==> src/rtl/pdma_pkg.sv <==
package pdma_pkg;
   typedef enum logic [2:0] {
      ST_PICK,
      ST_RREQ,
      ST_READ,
      ST_WREQ,
      ST_WRITE
   } seq_st_t;

   localparam logic [1:0] SEL_SRC = 2'd0;
   localparam logic [1:0] SEL_DST = 2'd1;
   localparam logic [1:0] SEL_LEN = 2'd2;
   localparam logic [1:0] SEL_CSR = 2'd3;

   localparam int CTL_GO   = 0;
   localparam int CTL_IEN  = 1;
   localparam int CTL_DONE = 2;
endpackage

==> src/rtl/pdma_fifo.sv <==
module pdma_fifo #(
   parameter int DW    = 32,
   parameter int DEPTH = 4
) (
   input  logic          clk,
   input  logic          rst_n,
   input  logic          push,
   input  logic [DW-1:0] din,
   input  logic          pop,
   output logic [DW-1:0] dout,
   output logic          full,
   output logic          empty
);
   generate
      if (DEPTH == 1) begin : g_single
         logic          vld_q;
         logic [DW-1:0] dat_q;
         always_ff @(posedge clk or negedge rst_n) begin
            if (!rst_n) begin
               vld_q <= 1'b0;
               dat_q <= '0;
            end else begin
               if (push) begin
                  vld_q <= 1'b1;
                  dat_q <= din;
               end else if (pop) begin
                  vld_q <= 1'b0;
               end
            end
         end
         assign dout  = dat_q;
         assign full  = vld_q;
         assign empty = !vld_q;
      end else begin : g_ring
         localparam int PW = $clog2(DEPTH);
         logic [DW-1:0] mem_q [DEPTH];
         logic [PW-1:0] wp_q, rp_q;
         logic [PW:0]   cnt_q;
         always_ff @(posedge clk or negedge rst_n) begin
            if (!rst_n) begin
               wp_q  <= '0;
               rp_q  <= '0;
               cnt_q <= '0;
            end else begin
               if (push) begin
                  mem_q[wp_q] <= din;
                  wp_q <= (wp_q == PW'(DEPTH - 1)) ? '0 : wp_q + PW'(1);
               end
               if (pop) rp_q <= (rp_q == PW'(DEPTH - 1)) ? '0 : rp_q + PW'(1);
               if (push && !pop) cnt_q <= cnt_q + (PW+1)'(1);
               else if (pop && !push) cnt_q <= cnt_q - (PW+1)'(1);
            end
         end
         assign dout  = mem_q[rp_q];
         assign full  = (cnt_q == (PW+1)'(DEPTH));
         assign empty = (cnt_q == '0);
      end
   endgenerate

   AST_NO_OVERFLOW:  assert property (@(posedge clk) disable iff (!rst_n) push |-> !full);
   AST_NO_UNDERFLOW: assert property (@(posedge clk) disable iff (!rst_n) pop |-> !empty);
endmodule

==> src/rtl/pdma_regs.sv <==
module pdma_regs
   import pdma_pkg::*;
#(
   parameter int AW = 32,
   parameter int DW = 32,
   parameter int LW = 16
) (
   input  logic          clk,
   input  logic          rst_n,
   input  logic          reg_we,
   input  logic [1:0]    reg_sel,
   input  logic [DW-1:0] reg_wdata,
   output logic [DW-1:0] reg_rdata,
   input  logic          rd_beat,
   input  logic          wr_beat,
   output logic [AW-1:0] src_addr,
   output logic [AW-1:0] dst_addr,
   output logic          busy,
   output logic          rd_pend,
   output logic          irq
);
   localparam int EB = DW / 8;
   localparam int SH = $clog2(EB);

   logic [AW-1:0] src_q, dst_q;
   logic [LW-1:0] len_q, rd_left_q;
   logic          busy_q, done_q, ien_q;
   logic          csr_wr;

   assign csr_wr = reg_we && (reg_sel == SEL_CSR);

   always_ff @(posedge clk or negedge rst_n) begin
      if (!rst_n) begin
         src_q     <= '0;
         dst_q     <= '0;
         len_q     <= '0;
         rd_left_q <= '0;
         busy_q    <= 1'b0;
         done_q    <= 1'b0;
         ien_q     <= 1'b0;
      end else begin
         if (reg_we && !busy_q) begin
            case (reg_sel)
               SEL_SRC: src_q <= reg_wdata[AW-1:0];
               SEL_DST: dst_q <= reg_wdata[AW-1:0];
               SEL_LEN: len_q <= reg_wdata[LW-1:0] & ~LW'(EB - 1);
               default: ;
            endcase
         end
         if (csr_wr) begin
            if (reg_wdata[CTL_DONE]) done_q <= 1'b0;
            if (reg_wdata[CTL_GO] && !busy_q) begin
               ien_q     <= reg_wdata[CTL_IEN];
               busy_q    <= (len_q != '0);
               done_q    <= (len_q == '0);
               rd_left_q <= len_q >> SH;
            end
         end
         if (rd_beat) rd_left_q <= rd_left_q - LW'(1);
         if (wr_beat) begin
            dst_q <= dst_q + AW'(EB);
            len_q <= len_q - LW'(EB);
            if (len_q == LW'(EB)) begin
               busy_q <= 1'b0;
               done_q <= 1'b1;
            end
         end
      end
   end

   always_comb begin
      reg_rdata = '0;
      case (reg_sel)
         SEL_SRC: reg_rdata = DW'(src_q);
         SEL_DST: reg_rdata = DW'(dst_q);
         SEL_LEN: reg_rdata = DW'(len_q);
         default: begin
            reg_rdata[0]        = busy_q;
            reg_rdata[CTL_IEN]  = ien_q;
            reg_rdata[CTL_DONE] = done_q;
         end
      endcase
   end

   assign src_addr = src_q;
   assign dst_addr = dst_q;
   assign busy     = busy_q;
   assign rd_pend  = (rd_left_q != '0);
   assign irq      = done_q && ien_q;

   AST_DST_STEP:   assert property (@(posedge clk) disable iff (!rst_n)
                      wr_beat |=> dst_q == $past(dst_q) + AW'(EB));
   AST_SRC_HELD:   assert property (@(posedge clk) disable iff (!rst_n)
                      (busy_q && $past(busy_q)) |-> $stable(src_q));
   AST_START_IGN:  assert property (@(posedge clk) disable iff (!rst_n)
                      (csr_wr && reg_wdata[CTL_GO] && busy_q) |=> $stable(ien_q));
   AST_DONE_CLEAR: assert property (@(posedge clk) disable iff (!rst_n)
                      (csr_wr && reg_wdata[CTL_DONE] && !reg_wdata[CTL_GO]) |=> !irq);
endmodule

==> src/rtl/pdma_seq.sv <==
module pdma_seq
   import pdma_pkg::*;
(
   input  logic clk,
   input  logic rst_n,
   input  logic busy,
   input  logic rd_pend,
   input  logic prq_req,
   input  logic fifo_full,
   input  logic fifo_empty,
   input  logic bus_gnt,
   input  logic m_ready,
   output logic bus_req,
   output logic m_valid,
   output logic m_write,
   output logic rd_beat,
   output logic wr_beat
);
   seq_st_t st_q, st_d;

   always_comb begin
      st_d = st_q;
      case (st_q)
         ST_PICK:
            if (busy && prq_req && rd_pend && !fifo_full) st_d = ST_RREQ;
            else if (!fifo_empty)                         st_d = ST_WREQ;
         ST_RREQ:  if (bus_gnt) st_d = ST_READ;
         ST_READ:  if (m_ready) st_d = ST_PICK;
         ST_WREQ:  if (bus_gnt) st_d = ST_WRITE;
         ST_WRITE: if (m_ready) st_d = ST_PICK;
         default:  st_d = ST_PICK;
      endcase
   end

   always_ff @(posedge clk or negedge rst_n) begin
      if (!rst_n) st_q <= ST_PICK;
      else        st_q <= st_d;
   end

   assign bus_req = (st_q != ST_PICK);
   assign m_valid = (st_q == ST_READ) || (st_q == ST_WRITE);
   assign m_write = (st_q == ST_WRITE);
   assign rd_beat = (st_q == ST_READ) && m_ready;
   assign wr_beat = (st_q == ST_WRITE) && m_ready;

   AST_BUS_OWNED: assert property (@(posedge clk) disable iff (!rst_n)
                     m_valid |-> bus_gnt);
   AST_REQ_HOLD:  assert property (@(posedge clk) disable iff (!rst_n)
                     (bus_req && !bus_gnt) |=> bus_req);
   AST_RELEASE:   assert property (@(posedge clk) disable iff (!rst_n)
                     (m_valid && m_ready) |=> !bus_req);
   AST_ACK_PULSE: assert property (@(posedge clk) disable iff (!rst_n)
                     rd_beat |=> !rd_beat);
   AST_READ_ASKED: assert property (@(posedge clk) disable iff (!rst_n)
                     $rose(m_valid && !m_write) |-> $past(prq_req));
endmodule

==> src/rtl/pdma_engine.sv <==
module pdma_engine #(
   parameter int AW         = 32,
   parameter int DW         = 32,
   parameter int LW         = 16,
   parameter int FIFO_DEPTH = 4
) (
   input  logic          clk,
   input  logic          rst_n,
   input  logic          reg_we,
   input  logic [1:0]    reg_sel,
   input  logic [DW-1:0] reg_wdata,
   output logic [DW-1:0] reg_rdata,
   output logic          irq,
   input  logic          prq_req,
   output logic          prq_ack,
   output logic          bus_req,
   input  logic          bus_gnt,
   output logic          m_valid,
   output logic          m_write,
   output logic [AW-1:0] m_addr,
   output logic [DW-1:0] m_wdata,
   input  logic [DW-1:0] m_rdata,
   input  logic          m_ready
);
   generate
      if ((DW % 8) != 0 || (DW & (DW - 1)) != 0) begin : g_bad_dw
         $error("pdma_engine: DW must be a power of two multiple of 8");
      end
      if (AW > DW || LW > DW || LW < 3) begin : g_bad_aw
         $error("pdma_engine: AW and LW must fit the register width");
      end
      if (FIFO_DEPTH < 1) begin : g_bad_depth
         $error("pdma_engine: FIFO_DEPTH must be at least 1");
      end
   endgenerate

   logic [AW-1:0] src_addr, dst_addr;
   logic          busy, rd_pend, rd_beat, wr_beat, fifo_full, fifo_empty;

   pdma_regs #(.AW(AW), .DW(DW), .LW(LW)) u_regs (
      .clk       (clk),
      .rst_n     (rst_n),
      .reg_we    (reg_we),
      .reg_sel   (reg_sel),
      .reg_wdata (reg_wdata),
      .reg_rdata (reg_rdata),
      .rd_beat   (rd_beat),
      .wr_beat   (wr_beat),
      .src_addr  (src_addr),
      .dst_addr  (dst_addr),
      .busy      (busy),
      .rd_pend   (rd_pend),
      .irq       (irq)
   );

   pdma_seq u_seq (
      .clk        (clk),
      .rst_n      (rst_n),
      .busy       (busy),
      .rd_pend    (rd_pend),
      .prq_req    (prq_req),
      .fifo_full  (fifo_full),
      .fifo_empty (fifo_empty),
      .bus_gnt    (bus_gnt),
      .m_ready    (m_ready),
      .bus_req    (bus_req),
      .m_valid    (m_valid),
      .m_write    (m_write),
      .rd_beat    (rd_beat),
      .wr_beat    (wr_beat)
   );

   pdma_fifo #(.DW(DW), .DEPTH(FIFO_DEPTH)) u_fifo (
      .clk   (clk),
      .rst_n (rst_n),
      .push  (rd_beat),
      .din   (m_rdata),
      .pop   (wr_beat),
      .dout  (m_wdata),
      .full  (fifo_full),
      .empty (fifo_empty)
   );

   assign m_addr  = m_write ? dst_addr : src_addr;
   assign prq_ack = rd_beat;

   AST_IDLE_QUIET: assert property (@(posedge clk) disable iff (!rst_n)
                      (!busy && fifo_empty) |-> !m_valid);
endmodule

==> config.mk <==
export PLATFORM = sky130hd
export DESIGN_NAME = pdma_engine
export DESIGN_NICKNAME = d
export VERILOG_FILES = /design/src/rtl/pdma_pkg.sv /design/src/rtl/pdma_fifo.sv /design/src/rtl/pdma_regs.sv /design/src/rtl/pdma_seq.sv /design/src/rtl/pdma_engine.sv
export SDC_FILE = /design/constraint.sdc
export NUM_CORES = 1
export LEC_CHECK = 0
export CORE_MARGIN = 2
export CORE_UTILIZATION = 45
export CTS_CLUSTER_SIZE = 8
export DETAILED_ROUTE_END_ITERATION = 10
export DONT_BUFFER_PORTS = 1
export SLEW_MARGIN = 20
export SYNTH_ARGS = -nofsm -noshare
export SYNTH_HDL_FRONTEND = slang
export SYNTH_SLANG_ARGS = --single-unit
==> constraint.sdc <==
create_clock -name clk -period 4.2 [get_ports clk]
set_clock_uncertainty 0.1 [all_clocks]
set_input_delay 0.21 -clock clk [delete_from_list [all_inputs] [get_ports clk]]
set_output_delay 0.21 -clock clk [all_outputs]
set_load 0.005 [all_outputs]
==> results of run 1 <==
## stage by stage
stage	cells	cell area [um^2]
after floorplan	873	11200
after global placement	1160	11500
after detailed placement	1160	11500
after CTS	1289	13300
after global routing	1289	13300
final	1289	13300
## area by class of cell
class,count,area (um^2),share of cell area
clock inverter,4,56.3,0.00423
multi-input combinational,569,4440,0.334
inverter,15,56.3,0.00423
timing repair buffer,91,886,0.0666
tap,324,405,0.0305
clock buffer,51,936,0.0704
sequential,235,6520,0.490
## worst paths after layout
check / to / cells past startpoint
worst max-delay path: u_seq.st_q[0] / 7
worst min-delay path: u_regs.len_q[3] / 3
worst max register to register: u_seq.st_q[0] / 7
worst min register to register: u_regs.rd_left_q[15] / 1
max in group asynchronous: u_regs.rd_left_q[13] / 2
min in group asynchronous: u_regs.dst_addr[16] / 2
## tightest hold or removal path, cell delays in order
cell and delay (ps):
nor4bb_1 170, a21oi_1 160, mux2i_1 80
## placed cells by master, fill, tap and decap left out, drive strengths merged, types with 28 or more instances in the layout
cell type	n
clkbuf	51
a21oi	28
dfrtp	107
edfxtp	128
mux4	33
mux2i	35
dlygate4sd3	73
nand2	65
nor2	75
o21ai	49
mux2	65
## metal layers
metal | vias to the layer above | global-route usage | part of all wire
met1 | 3871 | 0.288 | 0.43
met5 | - | 0 | 0
met2 | 250 | 0.349 | 0.48
li1 | 3501 | - | -
met3 | 43 | 0.0521 | 0.067
met4 | 0 | 0.0684 | 0.024
## flip-flops by register name (all words and copies together) (netlist names)
name / count
u_fifo.g_ring.cnt_q: 3
u_fifo.g_ring.mem_q: 128
u_fifo.g_ring.rp_q: 2
u_fifo.g_ring.wp_q: 2
u_regs.busy: 1
u_regs.done_q: 1
u_regs.dst_addr: 32
u_regs.ien_q: 1
u_regs.len_q: 14
u_regs.rd_left_q: 16
u_regs.src_addr: 32
u_seq.st_q: 3
## cell families after synthesis
family,Yosys count,synth area share
buffers and inverters,69,0.0254
flip-flops,235,0.582
AO/OA/AOI/OAI,153,0.0902
AND/OR/NAND/NOR,267,0.123
XOR/XNOR,4,0.00313
multiplexers,133,0.163
adder cells (fa/ha/maj),12,0.0141
## power by group through the flow
stage                     Sequential (mW)  Combinational (mW)  Clock, mW
after floorplan                      3.36                1.68          0
after global placement               3.70                1.82          0
after detailed placement             3.71                1.86          0
after CTS                            3.67                1.99       2.60
after global routing                 3.78                2.17       2.71
final                                3.68                1.96       2.55
## timing repair
item	4_1_cts	5_1_grt
endpoints found under the hold margin	318	0
setup endpoints to repair	0	0
hold buffers	74	0
buffers inserted	0	0
==> flow_summary.yaml, run 1 <==
power_and_ir_drop:
  pwr-share-seq: 0.449
  comb_power_share: 0.240
  cellLeakagePower_nw: 4.83
  ir_drop_mv: 0.294
  power_density_nw_per_um2: 616
  swShare: 0.324
  p_switching_mw: 2.66
  p_clk_frac: 0.311
  p_int_mw: 5.53
  p_total_mw: 8.19
clock_network:
  cts_tree: "yes"
  htree_levels: 2
  cts_resized: 0
  cts_sinks: 235
  clock_path_buffers: 3
  clk_pin_slew_ps: 50
  cts_buffers: 35
  cts-root-buf: "clkbuf_16"
  clkLatencyLatePin_ps: 520
placed_design:
  portBuffers: 0
  globalplace.congestion: 0.809
  dpl.hpwl_um: 18400
  place_ws_ps: 1340
floorplanning:
  die-area_um2: 26200
  io_pins: 173
  coreArea_um2: 24400
  die_h_um: 162
  start_util: 0.460
  die_w_um: 162
  num_rows: 57
detailed_routing:
  vias: 7665
  post_drt_wl_per_cell_um: 21.7
  drt_pre_antenna_iters: 7
  drt_wl_total_um: 28000
  routed_via_density: 5.95
  postRouteAntennaNets: 0
  first_iter_violations: 630
  drcViolationCount: 0
logic_synthesis:
  yosys_warnings: 0
  syn_avg_cell_area_um2: 12.8
  synth_commonest_cells: "128 x edfxtp_1, 107 x dfrtp_1, 75 x nor2_1"
  synth.distinct_cells: 63
  synth_top_flop_cell: "edfxtp_1"
  synth_fp_nets: 957
  yosys.cell_count.top_type: "edfxtp_1"
  yosysTopAreaCell: "edfxtp_1"
  netlist_top_cells_area: "edfxtp_1 34%, dfrtp_1 24%, mux4_2 6.6%"
  ys_ff_latch: 235
  synth_top_area_frac: 0.343
  ys_seq_area_frac: 0.582
  synthCells: 873
  synth_edf_count: 128
  syn-cell-area_um2: 11200
  async_flop_share: 0.455
sta:
  rsz0062_at_grt: "no"
  min_period_ps: 2910
  max_freq_mhz: 343
  max_slew_margin: 0.350
  whs_ps: 38.2
  tns_ps: 0
  post-route-period-util: 0.693
  hold_violations: 0
  worst_slack_ps: 1290
  finalSetupViolCount: 0
  final_max_slew_viol_count: 0
  worst_pin_slew_ps: 971
cells_and_area:
  drive_gt1_frac: 0.191
  fin_nets: 1031
  area_delta_synth_final_pct: 18.6
  post-route-util: 0.545
  fillers: 2033
  antenna_cells: 0
worst_setup_path:
  crit_chain: "inv_1, ha_1, or4b_1, or3_4, o41ai_2, a31oi_1, dlygate4sd3_1"
  reg2reg_slack_ps: 1290
  crit_family: "simple AND/OR/NAND/NOR gates"
  crit_slowest_cell: "dlygate4sd3_1"
  end_kind: "flop"
  startpoint_type: "flop"
  path_buf_inv: 2
  setup.worst_path.start: "u_regs.rd_left_q[0]"
  critPathKind: "reg -> reg"
  r2r_start: "u_regs.rd_left_q[0]"
  worstPathRequired_ps: 4500
  crit_arrival_ps: 3210
  max_stage_delay_ps: 580
  crit_fanout: 6
run_status:
  status: "completed"
job:
  drv_cap: 0
global_routing:
  grt_pass1_wl_um: 44200
  grt.total_usage: 0.215
  grt_max_degree: 108
  overflow: 0
  antenna_found_initial: 0
  grt_pass1_vias: 7605
worst_hold_path:
  min_from: "reg_we"
  min_path_type: "in -> reg"
No activity file was read; power rests on OpenSTA's default activity.
==> inputs of run 2 (changes only) <==
==> constraint.sdc (replaced) <==
create_clock -name clk -period 2.61 [get_ports clk]
set_clock_uncertainty 0.1 [all_clocks]
set_input_delay 0.1305 -clock clk [delete_from_list [all_inputs] [get_ports clk]]
set_output_delay 0.1305 -clock clk [all_outputs]
set_load 0.005 [all_outputs]
==> run 2 against run 1 <==
Net effect:
- via count increased by 0.12%
- global-route usage decreased by 0.10 points
- final cell count increased by 1.0%
- highest routed layer unchanged
==> flow_summary.yaml, run 2 (synthesized netlist as in run 1, its figures left out) <==
placed_design:
  place_ws_ps: 260
  placed_cells: 1172
  placed_area_um2: 11700
  globalplace.congestion: 0.826
  portBuffers: 0
  dpl.hpwl_um: 18200
worst_hold_path:
  holdPathStages: 3
  min_from: "reg_wdata[0]"
  min_path_type: "in -> reg"
  min_to: "u_regs.busy"
detailed_routing:
  drt_pre_antenna_iters: 5
  drcViolationCount: 0
  routed_via_density: 5.89
  vias: 7674
  drt_wl_total_um: 28100
  postRouteAntennaNets: 0
  first_iter_violations: 532
  post_drt_wl_per_cell_um: 21.5
global_routing:
  grt.total_usage: 0.214
  grt_max_degree: 108
  grt_pass1_vias: 7754
  overflow: 0
  antenna_found_initial: 1
  grt_pass1_wl_um: 44100
cells_and_area:
  top_register: "u_fifo.g_ring.mem_q"
  fillers: 2065
  largest_register_ffs: 128
  register_area_um2: 6520
  final_common_cell: "edfxtp_1"
  multiInputGateArea_um2: 4440
  fin_cells: 1302
  final_cell_mix: "128 x edfxtp_1, 106 x dfrtp_1, 75 x nor2_1, 73 x dlygate4sd3_1"
  area_delta_synth_final_pct: 20.2
  design_area_um2: 13500
  post-route-util: 0.553
  antenna_cells: 0
  fin_nets: 1043
  drive_gt1_frac: 0.200
job:
  drv_cap: 0
clock_network:
  cts_sinks: 235
  cts_resized: 0
  cts_tree: "yes"
  htree_levels: 2
  post-cts-setup-buffers: 0
  clock_path_buffers: 3
  cts_buffers: 35
  clkLatencyLatePin_ps: 520
  cts-root-buf: "clkbuf_16"
  clk_pin_slew_ps: 50
power_and_ir_drop:
  power_density_nw_per_um2: 991
  p_int_mw: 9.06
  cellLeakagePower_nw: 4.92
  pwr-share-seq: 0.433
  comb_power_share: 0.253
  p_clk_frac: 0.314
  swShare: 0.321
  p_switching_mw: 4.29
  ir_drop_mv: 0.722
floorplanning:
  die_w_um: 162
  die_h_um: 162
  die-area_um2: 26200
  io_pins: 173
  num_rows: 57
  start_util: 0.460
  coreArea_um2: 24400
worst_setup_path:
  crit_chain: "inv_1, ha_1, or4b_1, or3_4, o31ai_1, a21oi_1, a311oi_1"
  r2r_start: "u_regs.rd_left_q[0]"
  startpoint_type: "flop"
  critPathKind: "reg -> reg"
  worstPathRequired_ps: 2920
  crit_family: "simple AND/OR/NAND/NOR gates"
  reg2reg_slack_ps: 220
  crit_fanout: 6
  crit_slowest_cell: "or4b_1"
  path_buf_inv: 1
  crit_arrival_ps: 2710
  cp.depth: 7
  max_stage_delay_ps: 570
  end_kind: "flop"
  r2r_cells: 7
  r2r-end: "u_regs.rd_left_q[12]"
sta:
  max_slew_margin: 0.620
  worst_pin_slew_ps: 568
  min_period_ps: 2390
  final_max_slew_viol_count: 0
  rsz0062_at_grt: "no"
  hold_violations: 0
  post-route-period-util: 0.917
  worst_slack_ps: 218
  tns_ps: 0
  finalSetupViolCount: 0
  max_freq_mhz: 418
run_status:
  status: "completed"
run 2: cell count changes in the layout (fill, tap and decap cells not counted):
cell | previous run | this run
clkbuf_1 | 16 | 17
buf_4 | 17 | 24
bufinv_16 | 0 | 1
clkinvlp_4 | 1 | 0
buf_12 | 0 | 5
run 2: final cells by class:
cell class | instances | share of cell area
Clock buffer | 52 | 0.0697
Clock inverter | 4 | 0.00585
Inverter | 15 | 0.00418
Multi-Input combinational cell | 569 | 0.329
Sequential cell | 235 | 0.484
Tap cell | 324 | 0.0301
Timing Repair Buffer | 103 | 0.0771
run 2: worst max-delay path by stage:
stage,startpoint,to
6_report,u_regs.rd_left_q[0],u_regs.rd_left_q[12]
4_1_cts,u_regs.rd_left_q[0],u_regs.rd_left_q[12]
3_5_place_dp,u_regs.rd_left_q[0],u_regs.rd_left_q[12]
5_1_grt,u_regs.len_q[3],u_regs.len_q[12]
3_3_place_gp,u_regs.len_q[3],u_regs.len_q[12]
2_1_floorplan,u_seq.st_q[0],u_fifo.g_ring.cnt_q[2]
run 2: what timing repair did:
item	CTS	global route
hold buffers	74	0
endpoints found under the setup margin	0	0
hold endpoints to repair	320	0
run 2: tightest hold or removal path: stages:
cell	delay [ps]
and4_1	290
nor2_1	130
nor2_1	40
run 2: power by group through the flow:
stage               registers (mW)  clock network (mW)  logic (mW)
CTS                           5.77                4.29        3.42
floorplan                     5.40                   0        2.72
global route                  5.92                4.46        3.75
finish                        5.78                4.19        3.37
detailed placement            5.83                   0        3.23
global placement              5.79                   0        3.18
run 2: routing by layer:
metal  vias up  global-route usage  wire length, um
met2       255               0.360            13900
met5         -                   0                0
met3        47              0.0401             1710
met4         0              0.0607              680
li1       3521                   -                -
met1      3851               0.287            11800
run 2: through the flow:
| stage | power [mW] | hold WS [ps] |
|---|---|---|
| after floorplan | 8.12 | -265 |
| after global placement | 8.98 | -258 |
| after detailed placement | 9.06 | -258 |
| after CTS | 13.5 | 9.69 |
| after global routing | 14.1 | 34.8 |
| final | 13.3 | 9.22 |
==> inputs of run 3 (changes only) <==
--- a/config.mk
+++ b/config.mk
@@ -5,11 +5,14 @@
 export SDC_FILE = /design/constraint.sdc
 export NUM_CORES = 1
 export LEC_CHECK = 0
+export CELL_PAD_IN_SITES_DETAIL_PLACEMENT = 0
+export CELL_PAD_IN_SITES_GLOBAL_PLACEMENT = 2
 export CORE_MARGIN = 2
-export CORE_UTILIZATION = 45
+export CORE_UTILIZATION = 39
 export CTS_CLUSTER_SIZE = 8
 export DETAILED_ROUTE_END_ITERATION = 10
 export DONT_BUFFER_PORTS = 1
+export PLACE_DENSITY_LB_ADDON = 0.1
 export SLEW_MARGIN = 20
 export SYNTH_ARGS = -nofsm -noshare
 export SYNTH_HDL_FRONTEND = slang
==> run 3 against run 2 <==
Net effect:
- the run now ends with negative hold slack left
- critical path type unchanged
- hold slack got worse by 770 ps
- global-route usage decreased by 2.0 points
- design area increased by 0.16%
==> flow_summary.yaml, run 3 (synthesized netlist as in run 1, its figures left out) <==
global_routing:
  grt_max_degree: 112
  grt_pass1_vias: 7915
  antenna_found_initial: 0
  grt.total_usage: 0.194
  overflow: 0
  grt_pass1_wl_um: 46200
cells_and_area:
  fin_nets: 1040
  design_area_um2: 13500
  drive_gt1_frac: 0.200
  fin_cells: 1354
  final_common_cell: "edfxtp_1"
  fillers: 2568
  largest_register_ffs: 128
  post-route-util: 0.474
  antenna_cells: 0
  area_delta_synth_final_pct: 20.4
  top_register: "u_fifo.g_ring.mem_q"
  final_cell_mix: "128 x edfxtp_1, 106 x dfrtp_1, 75 x nor2_1, 72 x dlygate4sd3_1"
clock_network:
  cts_buffers: 35
  clk_pin_slew_ps: 50
  cts_tree: "yes"
  cts_sinks: 235
  cts_hold_buf: 72
  post-cts-setup-buffers: 0
  htree_levels: 2
  clkLatencyLatePin_ps: 500
  clock_path_buffers: 3
  cts-root-buf: "clkbuf_16"
power_and_ir_drop:
  ir_drop_mv: 0.518
  p_total_mw: 13.2
  cellLeakagePower_nw: 4.89
  power_density_nw_per_um2: 978
floorplanning:
  io_pins: 173
  start_util: 0.394
  die_h_um: 174
  die-area_um2: 30100
  num_rows: 62
  coreArea_um2: 28500
  die_w_um: 174
detailed_routing:
  vias: 7645
  drt_pre_antenna_iters: 5
  first_iter_violations: 397
  post_drt_wl_per_cell_um: 21.7
  drt_wl_total_um: 29300
  routed_via_density: 5.65
  postRouteAntennaNets: 0
  drcViolationCount: 0
worst_setup_path:
  r2r-end: "u_regs.rd_left_q[12]"
  reg2reg_slack_ps: 190
  r2r_start: "u_regs.rd_left_q[0]"
  startpoint_type: "flop"
  crit_arrival_ps: 2710
  end_kind: "flop"
  worstPathRequired_ps: 2900
  crit_fanout: 6
  critPathKind: "reg -> reg"
  r2r_cells: 7
sta:
  max_freq_mhz: 414
  rsz0062_at_grt: "no"
  post-route-period-util: 0.927
  tns_ps: 0
  worst_pin_slew_ps: 1110
  min_period_ps: 2420
  hold_violations: 107
  whs_ps: -761
  final_max_slew_viol_count: 0
  worst_slack_ps: 192
  finalSetupViolCount: 0
  max_slew_margin: 0.256
placed_design:
  dpl.hpwl_um: 19400
  portBuffers: 0
  place_ws_ps: 237
  placed_cells: 1231
  placed_area_um2: 11800
  globalplace.congestion: 0.814
run_status:
  status: "finished, violations left"
  violations: "negative hold slack"
worst_hold_path:
  min_path_type: "in -> async"
job:
  drv_cap: 0
## run 3: changes by cell type in the layout (fill, tap and decap cells not counted), sizes merged
cell         previous run  this run
buf                    30        28
dlygate4sd3            73        72
bufinv                  1         0
clkbuf                 52        49
clkinv                  0         1
inv                    18        16
## run 3: what timing repair did
action	4_1_cts	5_1_grt
endpoints found under the hold margin	318	107
endpoints found under the setup margin	0	0
gates resized for setup	0	0
## run 3: final cells by class
type	count	area, um^2	share of cell area
clock buffer	49	960	0.0711
clock inverter	2	25.0	0.00185
inverter	15	56.3	0.00417
multi-input combinational	569	4440	0.329
sequential	235	6520	0.483
tap	384	480	0.0356
timing repair buffer	100	1020	0.0755
## run 3: worst max-delay path, stage by stage, from the launching register on
cell	delay, ps
dfrtp_1	400
inv_1	80
ha_1	210
or4b_1	580
or3_4	410
o31ai_1	200
a21oi_1	100
a311oi_1	220
## run 3: worst max-delay path by stage
stage / end / from / cells past startpoint / slack (ps)
floorplan: u_fifo.g_ring.cnt_q[2] / u_seq.st_q[0] / 12 / 40
global placement: u_regs.len_q[12] / u_regs.len_q[3] / 7 / 220
detailed placement: u_seq.st_q[1] / u_regs.rd_left_q[0] / 7 / 240
CTS: u_regs.rd_left_q[12] / u_regs.rd_left_q[0] / 7 / 200
global route: u_seq.st_q[1] / u_regs.rd_left_q[0] / 7 / 0.5
finish: u_regs.rd_left_q[12] / u_regs.rd_left_q[0] / 7 / 190
## run 3: routing by layer
metal / up-vias / routed length [um] / GRT usage
li1: 3514 / - / -
met1: 3843 / 12800 / 0.260
met2: 238 / 14100 / 0.323
met3: 50 / 1810 / 0.0428
met4: 0 / 645 / 0.0487
met5: - / 0 / 0
## run 3: power by group
group	total [mW]	switching [mW]	internal (mW)	leakage [nW]
Clock	4.06	1.54	2.52	0.476
Sequential	5.79	1.03	4.77	2.42
Combinational	3.35	1.64	1.71	2.00
Total	13.2	4.21	9.00	4.89
